===== src/rtl/i2c_tgen_pkg.sv =====
`timescale 1ns/1ps
package i2c_tgen_pkg;

   localparam int WORD_W  = 32;
   localparam int FIELD_W = 8;
   localparam int DIV_W   = 8;
   localparam int FLT_W   = 3;
   localparam int PH_W    = 3;
   localparam int NUM_PH  = 1 << PH_W;

   // Field positions inside the timing words (decoded by software and here)
   localparam int W1_STA_SU_LSB = 24;
   localparam int W1_STA_HD_LSB = 16;
   localparam int W1_STO_SU_LSB = 8;
   localparam int W2_DAT_SU_LSB = 24;
   localparam int W2_LOW_LSB    = 8;
   localparam int W2_HIGH_LSB   = 0;
   localparam int W3_DIV_LSB    = 16;
   localparam int W3_SR_LSB     = 0;
   localparam int HOLD_LSB      = 0;
   localparam int CONF_FLT_LSB  = 16;
   localparam int CONF_HS_BIT   = 29;

   // Legality limits on the SCL fields
   localparam int MIN_SUM    = 2;
   localparam int MAX_SUM    = 510;
   localparam int MIN_SCALED = 4;

   typedef enum logic [PH_W-1:0] {
      PH_STA_SU = 3'd0,
      PH_STA_HD = 3'd1,
      PH_STO_SU = 3'd2,
      PH_DAT_SU = 3'd3,
      PH_DAT_HD = 3'd4,
      PH_SCL_LO = 3'd5,
      PH_SCL_HI = 3'd6,
      PH_SR_REL = 3'd7
   } phase_e;

   typedef struct packed {
      logic [DIV_W-1:0]   div;
      logic [FIELD_W-1:0] sta_su;
      logic [FIELD_W-1:0] sta_hd;
      logic [FIELD_W-1:0] sto_su;
      logic [FIELD_W-1:0] dat_su;
      logic [FIELD_W-1:0] scl_lo;
      logic [FIELD_W-1:0] scl_hi;
      logic [FIELD_W-1:0] sr_rel;
   } tset_t;

   function automatic tset_t decode_set(input logic [WORD_W-1:0] w1,
                                        input logic [WORD_W-1:0] w2,
                                        input logic [WORD_W-1:0] w3);
      tset_t s;
      s.sta_su = w1[W1_STA_SU_LSB +: FIELD_W];
      s.sta_hd = w1[W1_STA_HD_LSB +: FIELD_W];
      s.sto_su = w1[W1_STO_SU_LSB +: FIELD_W];
      s.dat_su = w2[W2_DAT_SU_LSB +: FIELD_W];
      s.scl_lo = w2[W2_LOW_LSB    +: FIELD_W];
      s.scl_hi = w2[W2_HIGH_LSB   +: FIELD_W];
      s.div    = w3[W3_DIV_LSB    +: DIV_W];
      s.sr_rel = w3[W3_SR_LSB     +: FIELD_W];
      return s;
   endfunction

endpackage


===== src/rtl/i2c_tgen_regsel.sv =====
`timescale 1ns/1ps
module i2c_tgen_regsel
   import i2c_tgen_pkg::*;
#(
   parameter int HS_ENABLE = 1
) (
   input  logic [WORD_W-1:0]  conf_word,
   input  logic [WORD_W-1:0]  fs_word1,
   input  logic [WORD_W-1:0]  fs_word2,
   input  logic [WORD_W-1:0]  fs_word3,
   input  logic [WORD_W-1:0]  hs_word1,
   input  logic [WORD_W-1:0]  hs_word2,
   input  logic [WORD_W-1:0]  hs_word3,
   input  logic [WORD_W-1:0]  hold_word,
   output tset_t              act_set,
   output logic [FIELD_W-1:0] hold_cnt,
   output logic [FLT_W-1:0]   flt_cnt
);

   tset_t fs_set;
   tset_t hs_set;
   logic  unused_word_bits;

   assign fs_set   = decode_set(fs_word1, fs_word2, fs_word3);
   assign hs_set   = decode_set(hs_word1, hs_word2, hs_word3);
   assign hold_cnt = hold_word[HOLD_LSB +: FIELD_W];
   assign flt_cnt  = conf_word[CONF_FLT_LSB +: FLT_W];

   generate
      if (HS_ENABLE != 0) begin : g_dual
         assign act_set = conf_word[CONF_HS_BIT] ? hs_set : fs_set;
      end else begin : g_fs_only
         assign act_set = fs_set;
      end
   endgenerate

   // Bits outside the decoded fields are reserved
   assign unused_word_bits = ^{conf_word, fs_word1, fs_word2, fs_word3,
                               hs_word1, hs_word2, hs_word3, hold_word,
                               hs_set, fs_set};

endmodule


===== src/rtl/i2c_tgen_period.sv =====
`timescale 1ns/1ps
module i2c_tgen_period
   import i2c_tgen_pkg::*;
#(
   parameter int OVERHEAD_CLKS = 8,
   parameter int FLT_MULT      = 2,
   parameter int PERIOD_W      = DIV_W + FIELD_W + 2
) (
   input  tset_t               act_set,
   input  logic [FLT_W-1:0]    flt_cnt,
   output logic [PERIOD_W-1:0] scl_period,
   output logic                cfg_ok
);

   localparam int SUM_W = FIELD_W + 1;

   logic [SUM_W-1:0]    lh_sum;
   logic [PERIOD_W-1:0] scaled;
   logic [PERIOD_W-1:0] filt_term;

   assign lh_sum    = SUM_W'(act_set.scl_lo) + SUM_W'(act_set.scl_hi);
   assign scaled    = (PERIOD_W'(act_set.div) + PERIOD_W'(1)) *
                      (PERIOD_W'(lh_sum) + PERIOD_W'(2));
   assign filt_term = PERIOD_W'(FLT_MULT) * PERIOD_W'(flt_cnt);

   assign scl_period = scaled + PERIOD_W'(OVERHEAD_CLKS) + filt_term;

   assign cfg_ok = (lh_sum >= SUM_W'(MIN_SUM)) &&
                   (lh_sum <= SUM_W'(MAX_SUM)) &&
                   (scaled >= PERIOD_W'(MIN_SCALED));

endmodule


===== src/rtl/i2c_tgen_prescale.sv =====
`timescale 1ns/1ps
module i2c_tgen_prescale #(
   parameter int CNT_W = 8
) (
   input  logic             clk,
   input  logic             rst_n,
   input  logic             clear,
   input  logic             run,
   input  logic [CNT_W-1:0] limit,
   output logic             tick
);

   logic [CNT_W-1:0] cnt;

   assign tick = run && (cnt == limit);

   always_ff @(posedge clk or negedge rst_n) begin
      if (!rst_n) begin
         cnt <= '0;
      end else if (clear) begin
         cnt <= '0;
      end else if (run) begin
         cnt <= tick ? '0 : cnt + CNT_W'(1);
      end
   end


   pre_in_range_chk: assert property (@(posedge clk) disable iff (!rst_n)
      run |-> (cnt <= limit));

endmodule


===== src/rtl/i2c_tgen_phase_ctr.sv =====
`timescale 1ns/1ps
module i2c_tgen_phase_ctr #(
   parameter int CNT_W = 8,
   parameter int EXT_W = 5
) (
   input  logic             clk,
   input  logic             rst_n,
   input  logic             load,
   input  logic [CNT_W-1:0] cnt_in,
   input  logic [EXT_W-1:0] ext_in,
   input  logic             tick,
   output logic             busy,
   output logic             run,
   output logic             finish
);

   logic             in_ext;
   logic [CNT_W-1:0] rem;
   logic [EXT_W-1:0] ext;
   logic             last_tick;

   assign run       = busy && !in_ext;
   assign last_tick = run && tick && (rem == '0);
   assign finish    = (last_tick && (ext == '0)) ||
                      (busy && in_ext && (ext == EXT_W'(1)));

   always_ff @(posedge clk or negedge rst_n) begin
      if (!rst_n) begin
         busy   <= 1'b0;
         in_ext <= 1'b0;
         rem    <= '0;
         ext    <= '0;
      end else if (load) begin
         busy   <= 1'b1;
         in_ext <= 1'b0;
         rem    <= cnt_in;
         ext    <= ext_in;
      end else if (finish) begin
         busy   <= 1'b0;
         in_ext <= 1'b0;
      end else if (last_tick) begin
         in_ext <= 1'b1;
      end else if (in_ext) begin
         ext <= ext - EXT_W'(1);
      end else if (run && tick) begin
         rem <= rem - CNT_W'(1);
      end
   end


   ext_live_chk: assert property (@(posedge clk) disable iff (!rst_n)
      in_ext |-> (busy && (ext != '0)));


   load_idle_chk: assert property (@(posedge clk) disable iff (!rst_n)
      load |-> !busy);

endmodule


===== src/rtl/i2c_tgen.sv =====
`timescale 1ns/1ps
module i2c_tgen
   import i2c_tgen_pkg::*;
#(
   parameter int HS_ENABLE     = 1,
   parameter int OVERHEAD_CLKS = 8,
   parameter int FLT_MULT      = 2
) (
   input  logic                          clk,
   input  logic                          rst_n,
   input  logic [31:0]                   conf_word,
   input  logic [31:0]                   fs_word1,
   input  logic [31:0]                   fs_word2,
   input  logic [31:0]                   fs_word3,
   input  logic [31:0]                   hs_word1,
   input  logic [31:0]                   hs_word2,
   input  logic [31:0]                   hs_word3,
   input  logic [31:0]                   hold_word,
   input  logic                          req_valid,
   input  logic [2:0]                    req_phase,
   output logic                          req_ready,
   output logic                          phase_done,
   output logic [7:0]                    phase_strb,
   output logic [17:0]                   scl_period,
   output logic                          cfg_ok
);

   localparam int EXT_MAX    = OVERHEAD_CLKS + FLT_MULT * ((1 << FLT_W) - 1);
   localparam int EXT_W      = (EXT_MAX < 1) ? 1 : $clog2(EXT_MAX + 1);
   localparam int PERIOD_W   = DIV_W + FIELD_W + 2;
   localparam longint MAX_PERIOD = longint'(1 << DIV_W) *
                                   longint'(2 * ((1 << FIELD_W) - 1) + 2) +
                                   longint'(EXT_MAX);

   // Elaboration-time parameter checks
   generate
      if (HS_ENABLE != 0 && HS_ENABLE != 1) begin : g_bad_hs
         $error("HS_ENABLE must be 0 or 1");
      end
      if (OVERHEAD_CLKS < 0 || FLT_MULT < 0) begin : g_bad_ovh
         $error("overhead terms must be non-negative");
      end
      if (MAX_PERIOD >= (longint'(1) << PERIOD_W)) begin : g_bad_pw
         $error("period does not fit in the period output");
      end
      if (PERIOD_W != 18 || NUM_PH != 8 || WORD_W != 32) begin : g_bad_port
         $error("port widths disagree with the package");
      end
   endgenerate

   tset_t               act_set;
   logic [FIELD_W-1:0]  hold_cnt;
   logic [FLT_W-1:0]    flt_cnt;
   phase_e              req_ph;
   phase_e              cur_phase;
   logic [FIELD_W-1:0]  sel_cnt;
   logic [EXT_W-1:0]    sel_ext;
   logic [DIV_W-1:0]    snap_div;
   logic                accept;
   logic                busy;
   logic                run;
   logic                tick;
   logic                finish;

   i2c_tgen_regsel #(.HS_ENABLE(HS_ENABLE)) u_regsel (
      .conf_word (conf_word),
      .fs_word1  (fs_word1),
      .fs_word2  (fs_word2),
      .fs_word3  (fs_word3),
      .hs_word1  (hs_word1),
      .hs_word2  (hs_word2),
      .hs_word3  (hs_word3),
      .hold_word (hold_word),
      .act_set   (act_set),
      .hold_cnt  (hold_cnt),
      .flt_cnt   (flt_cnt)
   );

   i2c_tgen_period #(
      .OVERHEAD_CLKS (OVERHEAD_CLKS),
      .FLT_MULT      (FLT_MULT),
      .PERIOD_W      (PERIOD_W)
   ) u_period (
      .act_set    (act_set),
      .flt_cnt    (flt_cnt),
      .scl_period (scl_period),
      .cfg_ok     (cfg_ok)
   );

   assign req_ph    = phase_e'(req_phase);
   assign req_ready = !busy;
   assign accept    = req_valid && req_ready;

   // Field pick for the requested phase
   always_comb begin
      sel_ext = '0;
      unique case (req_ph)
         PH_STA_SU: sel_cnt = act_set.sta_su;
         PH_STA_HD: sel_cnt = act_set.sta_hd;
         PH_STO_SU: sel_cnt = act_set.sto_su;
         PH_DAT_SU: sel_cnt = act_set.dat_su;
         PH_DAT_HD: sel_cnt = hold_cnt;
         PH_SCL_LO: sel_cnt = act_set.scl_lo;
         PH_SCL_HI: begin
            sel_cnt = act_set.scl_hi;
            sel_ext = EXT_W'(OVERHEAD_CLKS) + EXT_W'(FLT_MULT) * EXT_W'(flt_cnt);
         end
         PH_SR_REL: sel_cnt = act_set.sr_rel;
         default:   sel_cnt = act_set.sta_su;
      endcase
   end

   // Snapshot taken only when a phase is accepted
   always_ff @(posedge clk or negedge rst_n) begin
      if (!rst_n) begin
         snap_div  <= '0;
         cur_phase <= PH_STA_SU;
      end else if (accept) begin
         snap_div  <= act_set.div;
         cur_phase <= req_ph;
      end
   end

   i2c_tgen_prescale #(.CNT_W(DIV_W)) u_pre (
      .clk   (clk),
      .rst_n (rst_n),
      .clear (accept),
      .run   (run),
      .limit (snap_div),
      .tick  (tick)
   );

   i2c_tgen_phase_ctr #(.CNT_W(FIELD_W), .EXT_W(EXT_W)) u_ctr (
      .clk    (clk),
      .rst_n  (rst_n),
      .load   (accept),
      .cnt_in (sel_cnt),
      .ext_in (sel_ext),
      .tick   (tick),
      .busy   (busy),
      .run    (run),
      .finish (finish)
   );

   assign phase_done = finish;

   generate
      for (genvar gi = 0; gi < NUM_PH; gi++) begin : g_strb
         assign phase_strb[gi] = finish && (cur_phase == phase_e'(gi));
      end
   endgenerate


   accept_busy_chk: assert property (@(posedge clk) disable iff (!rst_n)
      accept |=> !req_ready);


   done_release_chk: assert property (@(posedge clk) disable iff (!rst_n)
      phase_done |=> req_ready);


   strb_onehot_chk: assert property (@(posedge clk) disable iff (!rst_n)
      $onehot0(phase_strb));


   snap_hold_chk: assert property (@(posedge clk) disable iff (!rst_n)
      (busy && $past(busy)) |-> $stable(snap_div));


   busy_ignore_chk: assert property (@(posedge clk) disable iff (!rst_n)
      (busy && req_valid) |=> $stable(cur_phase));

endmodule


===== config.mk =====
export PLATFORM = sky130hd
export DESIGN_NAME = i2c_tgen
export DESIGN_NICKNAME = d
export VERILOG_FILES = /design/src/rtl/i2c_tgen_pkg.sv /design/src/rtl/i2c_tgen_regsel.sv /design/src/rtl/i2c_tgen_period.sv /design/src/rtl/i2c_tgen_prescale.sv /design/src/rtl/i2c_tgen_phase_ctr.sv /design/src/rtl/i2c_tgen.sv
export SDC_FILE = /design/constraint.sdc
export NUM_CORES = 1
export LEC_CHECK = 0
export ABC_CLOCK_PERIOD_IN_PS = 19600
export BUFFER_PORTS_ARGS = -buffer_cell sky130_fd_sc_hd__buf_4
export CAP_MARGIN = 20
export CORE_MARGIN = 5
export CORE_UTILIZATION = 50
export CTS_BUF_LIST = sky130_fd_sc_hd__clkbuf_16
export DETAILED_ROUTE_END_ITERATION = 16
export GPL_TIMING_DRIVEN = 0
export PLACE_DENSITY = 0.83
export SLEW_MARGIN = 20
export SYNTH_ARGS = -nofsm -noshare
export SYNTH_HDL_FRONTEND = slang
export SYNTH_SLANG_ARGS = --single-unit

===== constraint.sdc =====
create_clock -name clk -period 19.6 [get_ports clk]
set_clock_uncertainty 0.1 [all_clocks]
set_input_delay 5.88 -clock clk [delete_from_list [all_inputs] [get_ports clk]]
set_output_delay 5.88 -clock clk [all_outputs]
set_load 0.005 [all_outputs]

==> summary.txt <==
OUTCOME
-----------------------------------------------------------------------------------------
Outcome .................................................................... finished, final reports clean

DETAILED ROUTING
-----------------------------------------------------------------------------------------
Detailed-routing iteration count for the pre-antenna-repair pass ...........            5
Via count normalized by instance count .....................................         5.77
Count of nets left with antenna violations after detail routing ............            0
Detailed-route via count ...................................................        7,084
DRC Markers ................................................................            0
Total routed wirelength ....................................................    22,900 um
DRC marker count from the first detailed-route iteration ...................          642
WL per Instance ............................................................      18.7 um

LOGIC SYNTHESIS
-----------------------------------------------------------------------------------------
Adder-Cell Fraction of Synth Area ..........................................        0.275
Number of flops mapped to enable cells by yosys ............................            0
Number of register bits inferred by synthesis ..............................           34
Yosys warnings .............................................................            0
Primary FF master, synth ................................................... sky130_fd_sc_hd__dfrtp_1
Share of synthesized area spent on multiplexers ............................       0.0754
Post-synthesis sequential area ratio .......................................        0.122
Cell types with the highest counts after synthesis ......................... 106 x sky130_fd_sc_hd__inv_1, 93 x sky130_fd_sc_hd__nor2_1, 86 x sky130_fd_sc_hd__nand2_1, 60 x sky130_fd_sc_hd__ha_1, 58 x sky130_fd_sc_hd__fa_1
Most common cell in the netlist ............................................ sky130_fd_sc_hd__inv_1
Net count of the mapped netlist ............................................        1,237
Fraction of synthesized cell area taken by the top area cell type ..........        0.167
Synth Area in Simple Gates .................................................        0.212
Largest area contributor in the netlist .................................... sky130_fd_sc_hd__fa_1
Syn Inst Count .............................................................          857
Synth area leaders ......................................................... sky130_fd_sc_hd__fa_1 17%, sky130_fd_sc_hd__dfrtp_1 12%, sky130_fd_sc_hd__ha_1 11%, sky130_fd_sc_hd__inv_1 5.7%, sky130_fd_sc_hd__nor2_1 5.0%
Dominant combinational cell family by area after synthesis .................  adder cells
Distinct cell type count after synthesis ...................................           69
Area fraction in compound gates after synthesis ............................        0.157
Syn Std Cell Area ..........................................................    6960 um^2
Average size of a mapped cell ..............................................    8.12 um^2
Parity-gate share of the synthesized area counting xor and xnor cells ......       0.0876
Proportion of register bits with asynchronous set or reset after synthesis .         1.00

HOLD PATH
-----------------------------------------------------------------------------------------
Worst min path class .......................................................   reg -> reg
Hold path startpoint ....................................................... u_ctr.rem[6]

WORST SETUP PATH
-----------------------------------------------------------------------------------------
Required time of the critical path .........................................    13,620 ps
Reg2reg start ..............................................................   u_ctr.busy
Max incr delay on CP .......................................................       530 ps
Class of the most critical setup path ......................................    in -> out
Worst setup path startpoint ................................................ conf_word[29]
Critical Path Start Type ...................................................    input pin
Cell class contributing the biggest share of worst-path delay ..............  adder cells
Bufs and invs on worst path ................................................            9
Max Fanout on Critical Path ................................................           10
Cell with the largest stage delay on the worst path ........................ sky130_fd_sc_hd__fa_1
Kind of capture point of the worst setup path ..............................   output pin
Critical path data arrival time ............................................    13,300 ps

FLOORPLANNING
-----------------------------------------------------------------------------------------
Die Y ......................................................................       128 um
Die Footprint ..............................................................  16,400 um^2
Area of the core ...........................................................  13,800 um^2
Starting density of the core ...............................................        0.505
Row count ..................................................................           43
Boundary Pins ..............................................................          291
Width of the chip ..........................................................       128 um

GLOBAL ROUTE
-----------------------------------------------------------------------------------------
Total track usage ..........................................................        0.273
Antenna violations before repair ...........................................            0
Pin count of the biggest net entering global routing .......................           35
Residual overflow from global routing ......................................            0
Global-route wire length before repair .....................................    35,700 um
Vias in the first global route .............................................        7,159

STA
-----------------------------------------------------------------------------------------
Post-route clock period utilization ........................................        0.984
Worst slew margin relative to its limit ....................................        0.277
Number of failing setup endpoints in the final timing report ...............            0
Final hold violation count .................................................            0
Max Transition Viols Final .................................................            0
Slew at the pin with the worst max-slew slack ..............................      1080 ps
Achievable clock frequency .................................................     51.9 MHz
Post-route minimum period ..................................................    19,280 ps

CLOCK NETWORK
-----------------------------------------------------------------------------------------
Clock slew at reported path FFs ............................................        50 ps
Post-CTS Hold Buffers ......................................................            0
Total clock sinks ..........................................................           34
Buffers from clock root to sink, at most ...................................            2
TritonCTS Buffers ..........................................................            5
CTS tree ...................................................................        built
H-Tree Level Count .........................................................            2
Clock tree root buffer cell ................................................ sky130_fd_sc_hd__clkbuf_16
Clock latency on the worst-skew pair .......................................       280 ps

PLACED DESIGN
-----------------------------------------------------------------------------------------
HPWL after detailed placement ..............................................    18,900 um
Cell area after placement ..................................................    8490 um^2
Final estimated routing congestion in global placement .....................        0.992
Total of buffers placed on input and output ports ..........................          174

LAYOUT
-----------------------------------------------------------------------------------------
Synthesis-to-layout area growth ............................................        28.5%
Final antenna diode count ..................................................            0
Final core area utilization ................................................        0.649
Design area ................................................................    8940 um^2
Proportion of layout cells with a drive suffix above 1 .....................        0.262
Final net count ............................................................        1,427
Fillers ....................................................................        1,189

RUN
-----------------------------------------------------------------------------------------
Maximum Capacitance Violations .............................................            0

final timing paths:
kind / end / slack, ps / depth (start not counted)
setup / recovery: cfg_ok / 320 / 31
hold / removal: u_ctr.rem[6] / 420 / 2
setup reg to reg: u_ctr.rem[7] / 17130 / 8
hold reg to reg: u_ctr.rem[6] / 420 / 2
max in group asynchronous: snap_div[1] / 13640 / 1
min in group asynchronous: u_ctr.ext[0] / 5440 / 1
flip-flops by register name (all words and copies together) (netlist names):
signal and count:
u_pre.cnt 8, u_ctr.busy 1, u_ctr.ext 5, cur_phase 3
u_ctr.in_ext 1, u_ctr.rem 8, snap_div 8
cell usage in the layout (no fill, tap or decap), types with 7 or more instances in the layout:
cell type	n
sky130_fd_sc_hd__clkbuf_1	10
sky130_fd_sc_hd__xnor2_2	7
sky130_fd_sc_hd__nand2_1	86
sky130_fd_sc_hd__mux2i_1	31
sky130_fd_sc_hd__dfrtp_1	34
sky130_fd_sc_hd__xnor2_1	29
sky130_fd_sc_hd__buf_4	185
sky130_fd_sc_hd__ha_1	60
sky130_fd_sc_hd__nor3_1	14
sky130_fd_sc_hd__nor2_1	91
sky130_fd_sc_hd__a21oi_1	39
sky130_fd_sc_hd__nor2b_1	12
sky130_fd_sc_hd__or2_2	9
sky130_fd_sc_hd__mux2_2	19
sky130_fd_sc_hd__fa_1	57
sky130_fd_sc_hd__xor2_1	24
sky130_fd_sc_hd__a21o_1	8
sky130_fd_sc_hd__nand2b_1	18
sky130_fd_sc_hd__nor4_1	10
sky130_fd_sc_hd__nand3_1	12
sky130_fd_sc_hd__o211ai_1	7
sky130_fd_sc_hd__inv_1	106
sky130_fd_sc_hd__o21ai_0	32
final cells by class:
cell class	count	area, um^2	share of cell area
clock inverter	2	10.0	0.00112
tap	180	225	0.0252
multi-input combinational	695	5850	0.654
sequential	34	851	0.0952
timing repair buffer	183	1370	0.154
inverter	107	402	0.0449
buffer	21	106	0.0119
clock buffer	5	125	0.0140
per-layer routing:
layer	vias up	track usage	routed length [um]
li1	3287	-	-
met1	3366	0.374	9480
met2	366	0.430	10400
met3	65	0.0579	2300
met4	0	0.0899	745
met5	-	0	0
worst reg2reg max path, cell delays in order, from the launching register on:
cell and delay (ps):
sky130_fd_sc_hd__dfrtp_1 400, sky130_fd_sc_hd__inv_1 100, sky130_fd_sc_hd__nor2_1 370, sky130_fd_sc_hd__nand4_1 330, sky130_fd_sc_hd__o21bai_1 360, sky130_fd_sc_hd__nor2b_1 280
sky130_fd_sc_hd__nand2_1 110, sky130_fd_sc_hd__xor2_1 190, sky130_fd_sc_hd__o21ai_0 90
metrics by stage:
stage,instances,worst slack (ps),setup TNS (ps),hold WS (ps)
6_report,1227,319,0,421
5_1_grt,1227,-25.5,-43.0,433
4_1_cts,1220,10.9,0,422
3_5_place_dp,1211,-344,-821,410
3_3_place_gp,1211,-219,-327,409
2_1_floorplan,857,643,0,359
what timing repair did:
| item | 4_1_cts | 5_1_grt |
|---|---|---|
| setup endpoints to repair | 5 | 6 |
| pin swaps | 2 | 11 |
| buffers inserted | 2 | 7 |
| gates resized for setup | 11 | 34 |
| gates cloned | 0 | 0 |
cells by family after synthesis:
kind of cell	after synthesis
AOI/OAI and AO/OA	160
xor gates and xnor gates	67
and+or+nand+nor	300
muxes	50
adders and majority gates	118
buffers and inverters	128
DFF	34
Power is left out: the tool's default activity adds up to more than one toggle a clock period on the data nets, which glitch-free logic cannot reach.
